`src/rtl/rpt_pkg.sv`:
```
package rpt_pkg;
  typedef enum logic {
    LEG_A = 1'b0,
    LEG_B = 1'b1
  } leg_e;
endpackage

```
`src/rtl/rpt_reset_sync.sv`:
```
// Asynchronous assertion, synchronous release of the active-low reset.
module rpt_reset_sync (
  input  logic clk,
  input  logic rst_n,
  output logic rst_ns
);
  logic stage_q;

  always_ff @(posedge clk or negedge rst_n) begin
    if (!rst_n) begin
      stage_q <= 1'b0;
      rst_ns  <= 1'b0;
    end else begin
      stage_q <= 1'b1;
      rst_ns  <= stage_q;
    end
  end
endmodule

```
`src/rtl/rpt_en_sync.sv`:
```
// Two-flop synchronizer for the asynchronous gating input.
module rpt_en_sync (
  input  logic clk,
  input  logic rst_ns,
  input  logic en_async,
  output logic en_ok
);
  logic meta_q;

  always_ff @(posedge clk or negedge rst_ns) begin
    if (!rst_ns) begin
      meta_q <= 1'b0;
      en_ok  <= 1'b0;
    end else begin
      meta_q <= en_async;
      en_ok  <= meta_q;
    end
  end
endmodule

```
`src/rtl/rpt_slot_timer.sv`:
```
// Slot counter; on-time and period are latched at each slot boundary.
module rpt_slot_timer #(
  parameter int CW = 8
) (
  input  logic          clk,
  input  logic          rst_ns,
  input  logic [CW-1:0] on_cnt,
  input  logic [CW-1:0] period_cnt,
  output logic          slot_load,
  output logic          in_pulse_nxt,
  output logic [CW-1:0] on_len
);
  localparam int PW = CW + 1;

  logic [PW-1:0] cnt_q, cnt_n;
  logic [PW-1:0] per_q, per_n;
  logic [CW-1:0] on_n;
  logic [CW-1:0] on_eff;
  logic [PW-1:0] twice_on, per_req, per_eff;

  // Sanitised programming values
  always_comb begin
    on_eff   = (on_cnt == '0) ? {{(CW-1){1'b0}}, 1'b1} : on_cnt;
    twice_on = {on_eff, 1'b0};
    per_req  = {1'b0, period_cnt};
    per_eff  = (per_req < twice_on) ? twice_on : per_req;
  end

  // Next state
  always_comb begin
    slot_load = (cnt_q == (per_q - 1'b1));
    if (slot_load) begin
      cnt_n = '0;
      on_n  = on_eff;
      per_n = per_eff;
    end else begin
      cnt_n = cnt_q + 1'b1;
      on_n  = on_len;
      per_n = per_q;
    end
    in_pulse_nxt = (cnt_n < {1'b0, on_n});
  end

  // Registers: the reset period of 1 makes the first cycle a boundary
  always_ff @(posedge clk or negedge rst_ns) begin
    if (!rst_ns) begin
      cnt_q  <= '0;
      per_q  <= {{(PW-1){1'b0}}, 1'b1};
      on_len <= '0;
    end else begin
      cnt_q  <= cnt_n;
      per_q  <= per_n;
      on_len <= on_n;
    end
  end
endmodule

```
`src/rtl/rpt_leg_steer.sv`:
```
// Leg selection with fired-leg memory and registered gate outputs.
module rpt_leg_steer
  import rpt_pkg::*;
(
  input  logic clk,
  input  logic rst_ns,
  input  logic slot_load,
  input  logic in_pulse_nxt,
  input  logic en_ok,
  output logic leg_a_q,
  output logic leg_b_q
);
  leg_e next_leg_q, next_leg_n;
  leg_e side_q, side_n;
  logic active_q, active_n;
  logic a_n, b_n;

  always_comb begin
    next_leg_n = next_leg_q;
    side_n     = side_q;
    active_n   = active_q;
    if (slot_load) begin
      active_n = en_ok;
      side_n   = next_leg_q;
      if (en_ok) begin
        next_leg_n = (next_leg_q == LEG_A) ? LEG_B : LEG_A;
      end
    end
    a_n = active_n && (side_n == LEG_A) && in_pulse_nxt;
    b_n = active_n && (side_n == LEG_B) && in_pulse_nxt;
  end

  always_ff @(posedge clk or negedge rst_ns) begin
    if (!rst_ns) begin
      next_leg_q <= LEG_A;
      side_q     <= LEG_A;
      active_q   <= 1'b0;
      leg_a_q    <= 1'b0;
      leg_b_q    <= 1'b0;
    end else begin
      next_leg_q <= next_leg_n;
      side_q     <= side_n;
      active_q   <= active_n;
      leg_a_q    <= a_n;
      leg_b_q    <= b_n;
    end
  end
endmodule

```
`src/rtl/resonant_pulse_timer.sv`:
```
module resonant_pulse_timer #(
  parameter int CW = 8
) (
  input  logic          clk,
  input  logic          rst_n,
  input  logic [CW-1:0] on_cnt,
  input  logic [CW-1:0] period_cnt,
  input  logic          run_en,
  output logic          leg_a,
  output logic          leg_b
);
  logic          rst_ns;
  logic          en_ok;
  logic          slot_load;
  logic          in_pulse_nxt;
  logic [CW-1:0] on_len;

  rpt_reset_sync u_rst (
    .clk    (clk),
    .rst_n  (rst_n),
    .rst_ns (rst_ns)
  );

  rpt_en_sync u_en (
    .clk      (clk),
    .rst_ns   (rst_ns),
    .en_async (run_en),
    .en_ok    (en_ok)
  );

  rpt_slot_timer #(.CW(CW)) u_slot (
    .clk          (clk),
    .rst_ns       (rst_ns),
    .on_cnt       (on_cnt),
    .period_cnt   (period_cnt),
    .slot_load    (slot_load),
    .in_pulse_nxt (in_pulse_nxt),
    .on_len       (on_len)
  );

  rpt_leg_steer u_leg (
    .clk          (clk),
    .rst_ns       (rst_ns),
    .slot_load    (slot_load),
    .in_pulse_nxt (in_pulse_nxt),
    .en_ok        (en_ok),
    .leg_a_q      (leg_a),
    .leg_b_q      (leg_b)
  );
endmodule

```
`config.mk`:
```
export PLATFORM = sky130hd
export DESIGN_NAME = resonant_pulse_timer
export DESIGN_NICKNAME = d
export VERILOG_FILES = /design/src/rtl/rpt_pkg.sv /design/src/rtl/rpt_reset_sync.sv /design/src/rtl/rpt_en_sync.sv /design/src/rtl/rpt_slot_timer.sv /design/src/rtl/rpt_leg_steer.sv /design/src/rtl/resonant_pulse_timer.sv
export SDC_FILE = /design/constraint.sdc
export NUM_CORES = 1
export LEC_CHECK = 0
export CAP_MARGIN = 0
export CORE_ASPECT_RATIO = 1.75
export CORE_MARGIN = 2
export CORE_UTILIZATION = 58
export DETAILED_ROUTE_END_ITERATION = 10
export DONT_BUFFER_PORTS = 1
export GPL_TIMING_DRIVEN = 0
export PLACE_DENSITY = 0.83
export SLEW_MARGIN = 20
export SYNTH_ARGS = -nofsm -noshare
export SYNTH_HDL_FRONTEND = slang
export SYNTH_SLANG_ARGS = --single-unit
```
`constraint.sdc`:
```
create_clock -name clk -period 1.85 [get_ports clk]
set_clock_uncertainty 0.15 [all_clocks]
set_input_delay 0 -clock clk [delete_from_list [all_inputs] [get_ports clk]]
set_output_delay 0 -clock clk [all_outputs]
set_load 0.05 [all_outputs]
```
==> results of run 1 <==
[final timing paths]
check                      cells past startpoint                to             from  slack [ns]
max                                           14     u_leg.leg_a_q  u_slot.cnt_q[6]       -1.80
min                                            3  u_slot.on_len[0]        on_cnt[3]        0.09
max in group asynchronous                      0   u_slot.per_q[3]     u_rst.rst_ns        0.85
max reg2reg                                   14     u_leg.leg_a_q  u_slot.cnt_q[6]       -1.80
min reg2reg                                    0   u_slot.per_q[4]     u_rst.rst_ns        0.18
min in group asynchronous                      0   u_slot.per_q[4]     u_rst.rst_ns        0.18
[routing by layer]
layer | part of all wire (%) | GRT usage, % | vias up
met4 | 10 | 23.5 | 0
met5 | 0 | 0 | -
met1 | 31 | 39.2 | 1023
met2 | 47 | 63.8 | 205
met3 | 12 | 8.10 | 75
li1 | - | - | 810
[critical path, stage by stage (launching register included)]
cell and delay [ns]:
dfrtp_1 0.48, xnor2_2 0.23, nor4b_2 0.34, o21ai_1 0.11, a21oi_1 0.23, and3_1 0.22
buf_6 0.13, buf_12 0.15, mux2i_4 0.29, ha_4 0.22, nand4_1 0.14, a211o_1 0.30
nand4_1 0.18, nor3_2 0.08, mux2_4 0.28
[power by group through the flow]
stage               registers [mW]  clock network (mW)  logic [mW]
finish                       0.948               0.607       0.677
global route                 0.949               0.624       0.695
CTS                          0.924               0.570       0.472
detailed placement           0.931                   0       0.380
global placement             0.927                   0       0.363
floorplan                    0.907                   0       0.319
[kinds of logic (layout without fill, tap and decap cells)]
group | count (synthesis) | count (layout) | share of synthesized area, %
buf+inv | 18 | 72 | 4.90
xor+xnor | 18 | 18 | 7.27
simple gates | 49 | 49 | 11.4
mux | 35 | 35 | 19.1
other cells | 1 | 1 | 0.173
compound gates | 26 | 26 | 8.07
fa+ha+maj | 15 | 15 | 8.65
flops | 35 | 35 | 40.4
[metrics by stage]
step,util [%],std cells
6_report,85.9,297
5_1_grt,85.9,297
4_1_cts,77.4,284
3_3_place_gp,63.2,243
3_5_place_dp,63.3,243
2_1_floorplan,-,197
[cells in the mapped netlist (2+ instances only)]
| cell type | instances |
|---|---|
| mux2_2 | 12 |
| nor4_1 | 2 |
| a21o_1 | 3 |
| nand2_1 | 9 |
| xnor2_1 | 9 |
| mux2_4 | 10 |
| o31ai_1 | 3 |
| nor3_1 | 7 |
| xor2_1 | 9 |
| o21ai_0 | 2 |
| buf_6 | 2 |
| inv_1 | 13 |
| a21oi_1 | 8 |
| nand4_1 | 4 |
| nor2_1 | 14 |
| mux2i_1 | 13 |
| buf_4 | 2 |
| dfrtp_1 | 34 |
| ha_1 | 15 |
| nand3_1 | 7 |
| a31oi_1 | 2 |
[final cells by class]
type,instances,area (um2)
inverter,13,48.8
clock inverter,1,5.00
multi-input combinational,144,1440
tap,46,57.6
fill,128,505
clock buffer,7,86.3
buffer,5,73.8
sequential,35,881
timing repair buffer,46,490
[what timing repair did]
action                                  4_1_cts  5_1_grt
buffers inserted                             13       17
endpoints found under the setup margin       31       31
gates cloned                                  1        0
pin swaps                                     6       13
endpoints found under the hold margin        20        0
hold buffers                                 19        0
resized for setup                            21       44
==> impl_metrics.env, run 1 <==
export IMPL_yosysWarnings=0
export IMPL_drive_above_1_share_pct=39.8
export IMPL_pwr_share_clk_pct=27.2
export IMPL_row_count=29
export IMPL_violations="setup timing"
export IMPL_ant_nets=0
export IMPL_grt_pass1_vias=2136
export IMPL_routabilityCongestion=0.893
export IMPL_core_area_mm2=0.00359
export IMPL_clock_sinks=35
export IMPL_slew_headroom_pct=50.8
export IMPL_vias=2113
export IMPL_finalWorstSetupSlack_ns=-1.80
export IMPL_hold_slack_ns=0.0932
export IMPL_ys_flop_type="dfrtp_1"
export IMPL_nets=284
export IMPL_peakVddDrop_v=0.000648
export IMPL_critPathMaxFanout=8
export IMPL_final_common_cell="dfrtp_1"
export IMPL_grt_max_degree=34
export IMPL_drt_drc_violations_left=0
export IMPL_status="finished, violations left"
export IMPL_cts_htree_levels=2
export IMPL_final_hold_viol_count=0
export IMPL_final_area_mm2=0.00309
export IMPL_worst_pin_slew_ns=0.737
export IMPL_post_route_min_period_ns=3.65
export IMPL_grt_pass1_wl_mm=11.4
export IMPL_dieArea_mm2=0.00427
export IMPL_io_buffer_count=0
export IMPL_syn_area_mm2=0.00217
export IMPL_end_kind="flop"
export IMPL_rsz0062_at_grt="yes"
export IMPL_io_pins=21
export IMPL_syn_nets=231
export IMPL_cts_buffers=5
export IMPL_diodes=0
export IMPL_combPwrFrac_pct=30.3
export IMPL_switching_share_pct=34.5
export IMPL_top_regs="u_slot.cnt_q (9), u_slot.per_q (9), u_slot.on_len (8)"
export IMPL_ys_ff_latch=35
export IMPL_yosysTopAreaCell="dfrtp_1"
export IMPL_drtIter0Drc=164
export IMPL_crit_type="reg2reg"
export IMPL_worstPathArrival_ns=3.69
export IMPL_tritoncts="yes"
export IMPL_syn_mean_instance_area_um2=11.0
export IMPL_power_density_mw_per_mm2=723
export IMPL_worstPathRequired_ns=1.89
export IMPL_fin_tns_setup_ns=-24.39
export IMPL_initial_core_util_pct=60.4
export IMPL_die_width_um=50.2
export IMPL_synth_edf_count=0
export IMPL_place_ws_ns=-1.63
export IMPL_drt_pass1_iter_count=5
export IMPL_drv_cap=0
export IMPL_insertion_delay_ns=0.30
export IMPL_worst_hold_path_type="in2reg"
export IMPL_routed_wl_mm=8.84
export IMPL_dp_hpwl_mm=3.62
export IMPL_layout_common_cells="31 x dfrtp_1, 19 x dlygate4sd3_1, 14 x buf_4, 12 x mux2_4, 11 x inv_1"
export IMPL_finalMaxSlewViolations=0
export IMPL_period_share_pct=197
export IMPL_yosys_area_top_type_share_pct=39.2
export IMPL_critPathLaunchType="flop"
export IMPL_clock_path_buffers=2
export IMPL_post_drt_wl_per_cell_um=29.7
export IMPL_antenna_found_initial=0
export IMPL_power_mw=2.23
export IMPL_post_dp_cell_area_mm2=0.00227
export IMPL_final_setup_viol_count=31
export IMPL_internal_power_mw=1.46
export IMPL_fmax_mhz=274
export IMPL_synth_area_leaders="dfrtp_1 39%, ha_1 8.7%, mux2_4 6.9%, mux2_2 6.2%, mux2i_1 6.0%"
export IMPL_yosysSeqAreaShare_pct=40.4
export IMPL_cts_root_buf="clkbuf_8"
export IMPL_async_flop_share_pct=100
export IMPL_grtUsageTotal_pct=36.8
export IMPL_p_sw_uw=769
export IMPL_syn_to_final_growth_pct=42.3
export IMPL_gr_total_overflow=0
export IMPL_die_height_um=84.9
export IMPL_ys_types=38
export IMPL_seqPwrFrac_pct=42.5
export IMPL_vias_per_cell=7.11
export IMPL_p_leak_nw=1.33
export IMPL_synth_cells=197
export IMPL_clk_pin_slew_worst_paths_ns=0.08
Note: power is estimated with default switching activity, not from simulation.
==> run 2: changes to the inputs <==
--- a/config.mk
+++ b/config.mk
@@ -5,15 +5,16 @@
 export SDC_FILE = /design/constraint.sdc
 export NUM_CORES = 1
 export LEC_CHECK = 0
+export BUFFER_PORTS_ARGS = -buffer_cell sky130_fd_sc_hd__buf_2
 export CAP_MARGIN = 0
 export CORE_ASPECT_RATIO = 1.75
 export CORE_MARGIN = 2
 export CORE_UTILIZATION = 58
 export DETAILED_ROUTE_END_ITERATION = 10
-export DONT_BUFFER_PORTS = 1
 export GPL_TIMING_DRIVEN = 0
-export PLACE_DENSITY = 0.83
+export PLACE_DENSITY = 0.87
 export SLEW_MARGIN = 20
 export SYNTH_ARGS = -nofsm -noshare
 export SYNTH_HDL_FRONTEND = slang
+export SYNTH_HIERARCHICAL = 1
 export SYNTH_SLANG_ARGS = --single-unit
==> run 2 against run 1 <==
Against the previous run: the flow still finishes with violations (setup timing); critical endpoint is now u_leg/leg_b_q; worst setup slack worse by 0.35 ns; first-iteration DRC count up 3.7%; critical path type unchanged; area after synthesis rose by 1.6%; via count is 3.8% higher; sequential power decreased by 17%; non-clock buffer count grew 21.
==> impl_metrics.env, run 2 <==
export IMPL_yosysMostFrequentCell="dfrtp_1"
export IMPL_cts_htree_levels=2
export IMPL_worst_pin_slew_ns=0.731
export IMPL_status="finished, violations left"
export IMPL_yosys_area_top_type_share_pct=38.6
export IMPL_hold_slack_ns=0.0249
export IMPL_cpPeakStageDelay_ns=0.52
export IMPL_antenna_found_initial=1
export IMPL_drtIter0Drc=170
export IMPL_yosysSeqAreaShare_pct=39.8
export IMPL_finalWorstSetupSlack_ns=-2.15
export IMPL_worstPathArrival_ns=4.06
export IMPL_ant_nets=0
export IMPL_fillCellCount=149
export IMPL_synth_area_leaders="dfrtp_1 39%, ha_1 8.5%, mux2i_1 6.8%, a21oi_1 4.1%, mux2_2 4.1%"
export IMPL_final_hold_viol_count=0
export IMPL_vias_per_cell=6.69
export IMPL_post_route_min_period_ns=4.00
export IMPL_peakVddDrop_v=0.000805
export IMPL_slowest_stage="dfrtp_1"
export IMPL_io_buffer_count=20
export IMPL_final_area_mm2=0.00320
export IMPL_internal_power_mw=1.38
export IMPL_critPathLaunchType="flop"
export IMPL_tritoncts="yes"
export IMPL_fmax_mhz=250
export IMPL_ys_top_cells_by_count="34 x dfrtp_1, 18 x a21oi_1, 15 x ha_1, 15 x mux2i_1, 14 x nor2_1"
export IMPL_period_share_pct=216
export IMPL_cp_cell_sequence="nor2_2 > o21ai_0 > a211oi_1 > o2111a_1 > and2_4 > buf_12 > mux2i_2 > ha_1 > nand4_1 > nor2_1 > nand2_1 > a22oi_1 > a311oi_2 > inv_2 > o32ai_2"
export IMPL_worst_hold_path_type="in2reg"
export IMPL_gr_total_overflow=0
export IMPL_end_kind="flop"
export IMPL_core_area_mm2=0.00363
export IMPL_drv_cap=0
export IMPL_cts_buffers=5
export IMPL_io_pins=21
export IMPL_drt_pass1_iter_count=5
export IMPL_drive_above_1_share_pct=40.6
export IMPL_critPathMaxFanout=6
export IMPL_dp_hpwl_mm=3.69
export IMPL_syn_mean_instance_area_um2=10.6
export IMPL_final_common_cell="dfrtp_1"
export IMPL_p_leak_nw=1.38
export IMPL_power_density_mw_per_mm2=557
export IMPL_die_width_um=50.6
export IMPL_async_flop_share_pct=100
export IMPL_drt_drc_violations_left=0
export IMPL_post_dp_cell_area_mm2=0.00244
export IMPL_final_setup_viol_count=31
export IMPL_finalMaxSlewViolations=0
export IMPL_dieArea_mm2=0.00433
export IMPL_clock_sinks=35
export IMPL_synth_cells=208
export IMPL_cts_root_buf="clkbuf_8"
export IMPL_ys_types=49
export IMPL_syn_area_mm2=0.00220
export IMPL_clk_pin_slew_worst_paths_ns=0.08
export IMPL_die_height_um=85.5
export IMPL_cpLargestDelayFamily="compound AO/OA/AOI/OAI gates"
export IMPL_ys_ff_latch=35
export IMPL_switching_share_pct=22.6
export IMPL_slew_headroom_pct=51.3
export IMPL_clock_path_buffers=2
export IMPL_syn_nets=242
export IMPL_ys_flop_type="dfrtp_1"
export IMPL_synth_edf_count=0
export IMPL_yosysTopAreaCell="dfrtp_1"
export IMPL_initial_core_util_pct=60.7
export IMPL_grt_pass1_wl_mm=12.0
export IMPL_top_regs="u_slot/cnt_q (9), u_slot/per_q (9), u_slot/on_len (8)"
export IMPL_seqPwrFrac_pct=44.1
export IMPL_syn_to_final_growth_pct=45.1
export IMPL_post_drt_wl_per_cell_um=26.6
export IMPL_nets=314
export IMPL_insertion_delay_ns=0.30
export IMPL_p_sw_uw=403
export IMPL_row_count=29
export IMPL_grt_pass1_vias=2276
export IMPL_vias=2193
export IMPL_rsz0062_at_grt="yes"
export IMPL_crit_type="reg2reg"
export IMPL_critPathBufInv=2
export IMPL_routabilityCongestion=0.847
export IMPL_place_ws_ns=-2.16
export IMPL_grt_max_degree=34
export IMPL_yosysWarnings=6
export IMPL_combPwrFrac_pct=8.3
export IMPL_layout_common_cells="33 x dfrtp_1, 20 x buf_2, 19 x dlygate4sd3_1"
export IMPL_grtUsageTotal_pct=38.3
export IMPL_worstPathRequired_ns=1.91
export IMPL_pwr_share_clk_pct=47.7
export IMPL_routed_wl_mm=8.73
export IMPL_violations="setup timing"
-- run 2: changes by cell type after synthesis, moves of 3 or more --
cell and change:
nand4b_1 +3, mux2_2 -4, a21oi_1 +10, nor3_1 -4, nor2b_1 +5, a311oi_1 +3
mux2_4 -8, xor2_1 -3
-- run 2: per-layer routing --
layer	vias up	wire (um)	GRT usage [%]
li1	896	-	-
met1	1045	2960	43.2
met2	185	4300	66.4
met3	67	728	6.10
met4	0	750	23.3
met5	-	0	0
-- run 2: cell families after synthesis --
| family | count (synthesis) | share of synthesized area (%) |
|---|---|---|
| simple gates | 51 | 12.5 |
| flops | 35 | 39.8 |
| compound gates | 45 | 14.7 |
| xor+xnor | 17 | 7.10 |
| other cells | 1 | 0.170 |
| fa+ha+maj | 15 | 8.52 |
| mux | 25 | 12.3 |
| buf+inv | 19 | 4.94 |
-- run 2: stage by stage --
stage	cells	total power, mW	TNS, ns	util (%)
floorplan	208	0.846	-17.33	-
global placement	274	0.890	-23.78	67.2
detailed placement	274	0.894	-25.00	67.2
CTS	327	1.74	-21.53	87.1
global route	328	1.83	-26.30	88.1
finish	328	1.78	-25.20	88.1
-- run 2: cell type report --
type	instances	area, um2	share of cell area, %
clock buffer	5	68.8	2.15
sequential	35	878	27.5
timing repair buffer	67	593	18.6
antenna	1	2.50	0.0783
buffer	5	67.6	2.11
tap	46	57.6	1.80
inverter	12	47.5	1.49
clock inverter	3	67.6	2.11
multi-input combinational	154	1410	44.2
-- run 2: final timing paths --
kind / start / endpoint / slack, ns / cells past startpoint
min reg2reg: u_rst/rst_ns / u_leg/side_q / 0.18 / 0
max in group asynchronous: u_rst/rst_ns / u_slot/per_q[3] / 0.89 / 0
max reg2reg: u_slot/per_q[3] / u_leg/leg_b_q / -2.15 / 15
min in group asynchronous: u_rst/rst_ns / u_leg/side_q / 0.18 / 0
min: on_cnt[2] / u_slot/per_q[3] / 0.02 / 3
max: u_slot/per_q[3] / u_leg/leg_b_q / -2.15 / 15
-- run 2: worst min-delay path, stage by stage --
cell and delay (ns):
buf_2 0.17, mux2i_1 0.18, a21oi_2 0.07
-- run 2: power by group through the flow --
stage | clock, mW | sequential, mW | combinational, mW
after floorplan | 0 | 0.795 | 0.0513
after global placement | 0 | 0.799 | 0.0914
after detailed placement | 0 | 0.799 | 0.0951
after CTS | 0.821 | 0.785 | 0.131
after global routing | 0.888 | 0.788 | 0.156
final | 0.849 | 0.785 | 0.147
-- run 2: repair_timing --
item	4_1_cts	5_1_grt
endpoints found under the setup margin	31	31
gates cloned	1	0
hold buffers	19	0
endpoints found under the hold margin	20	0
gates resized for setup	48	9
pin swaps	13	2
setup buffers	26	3
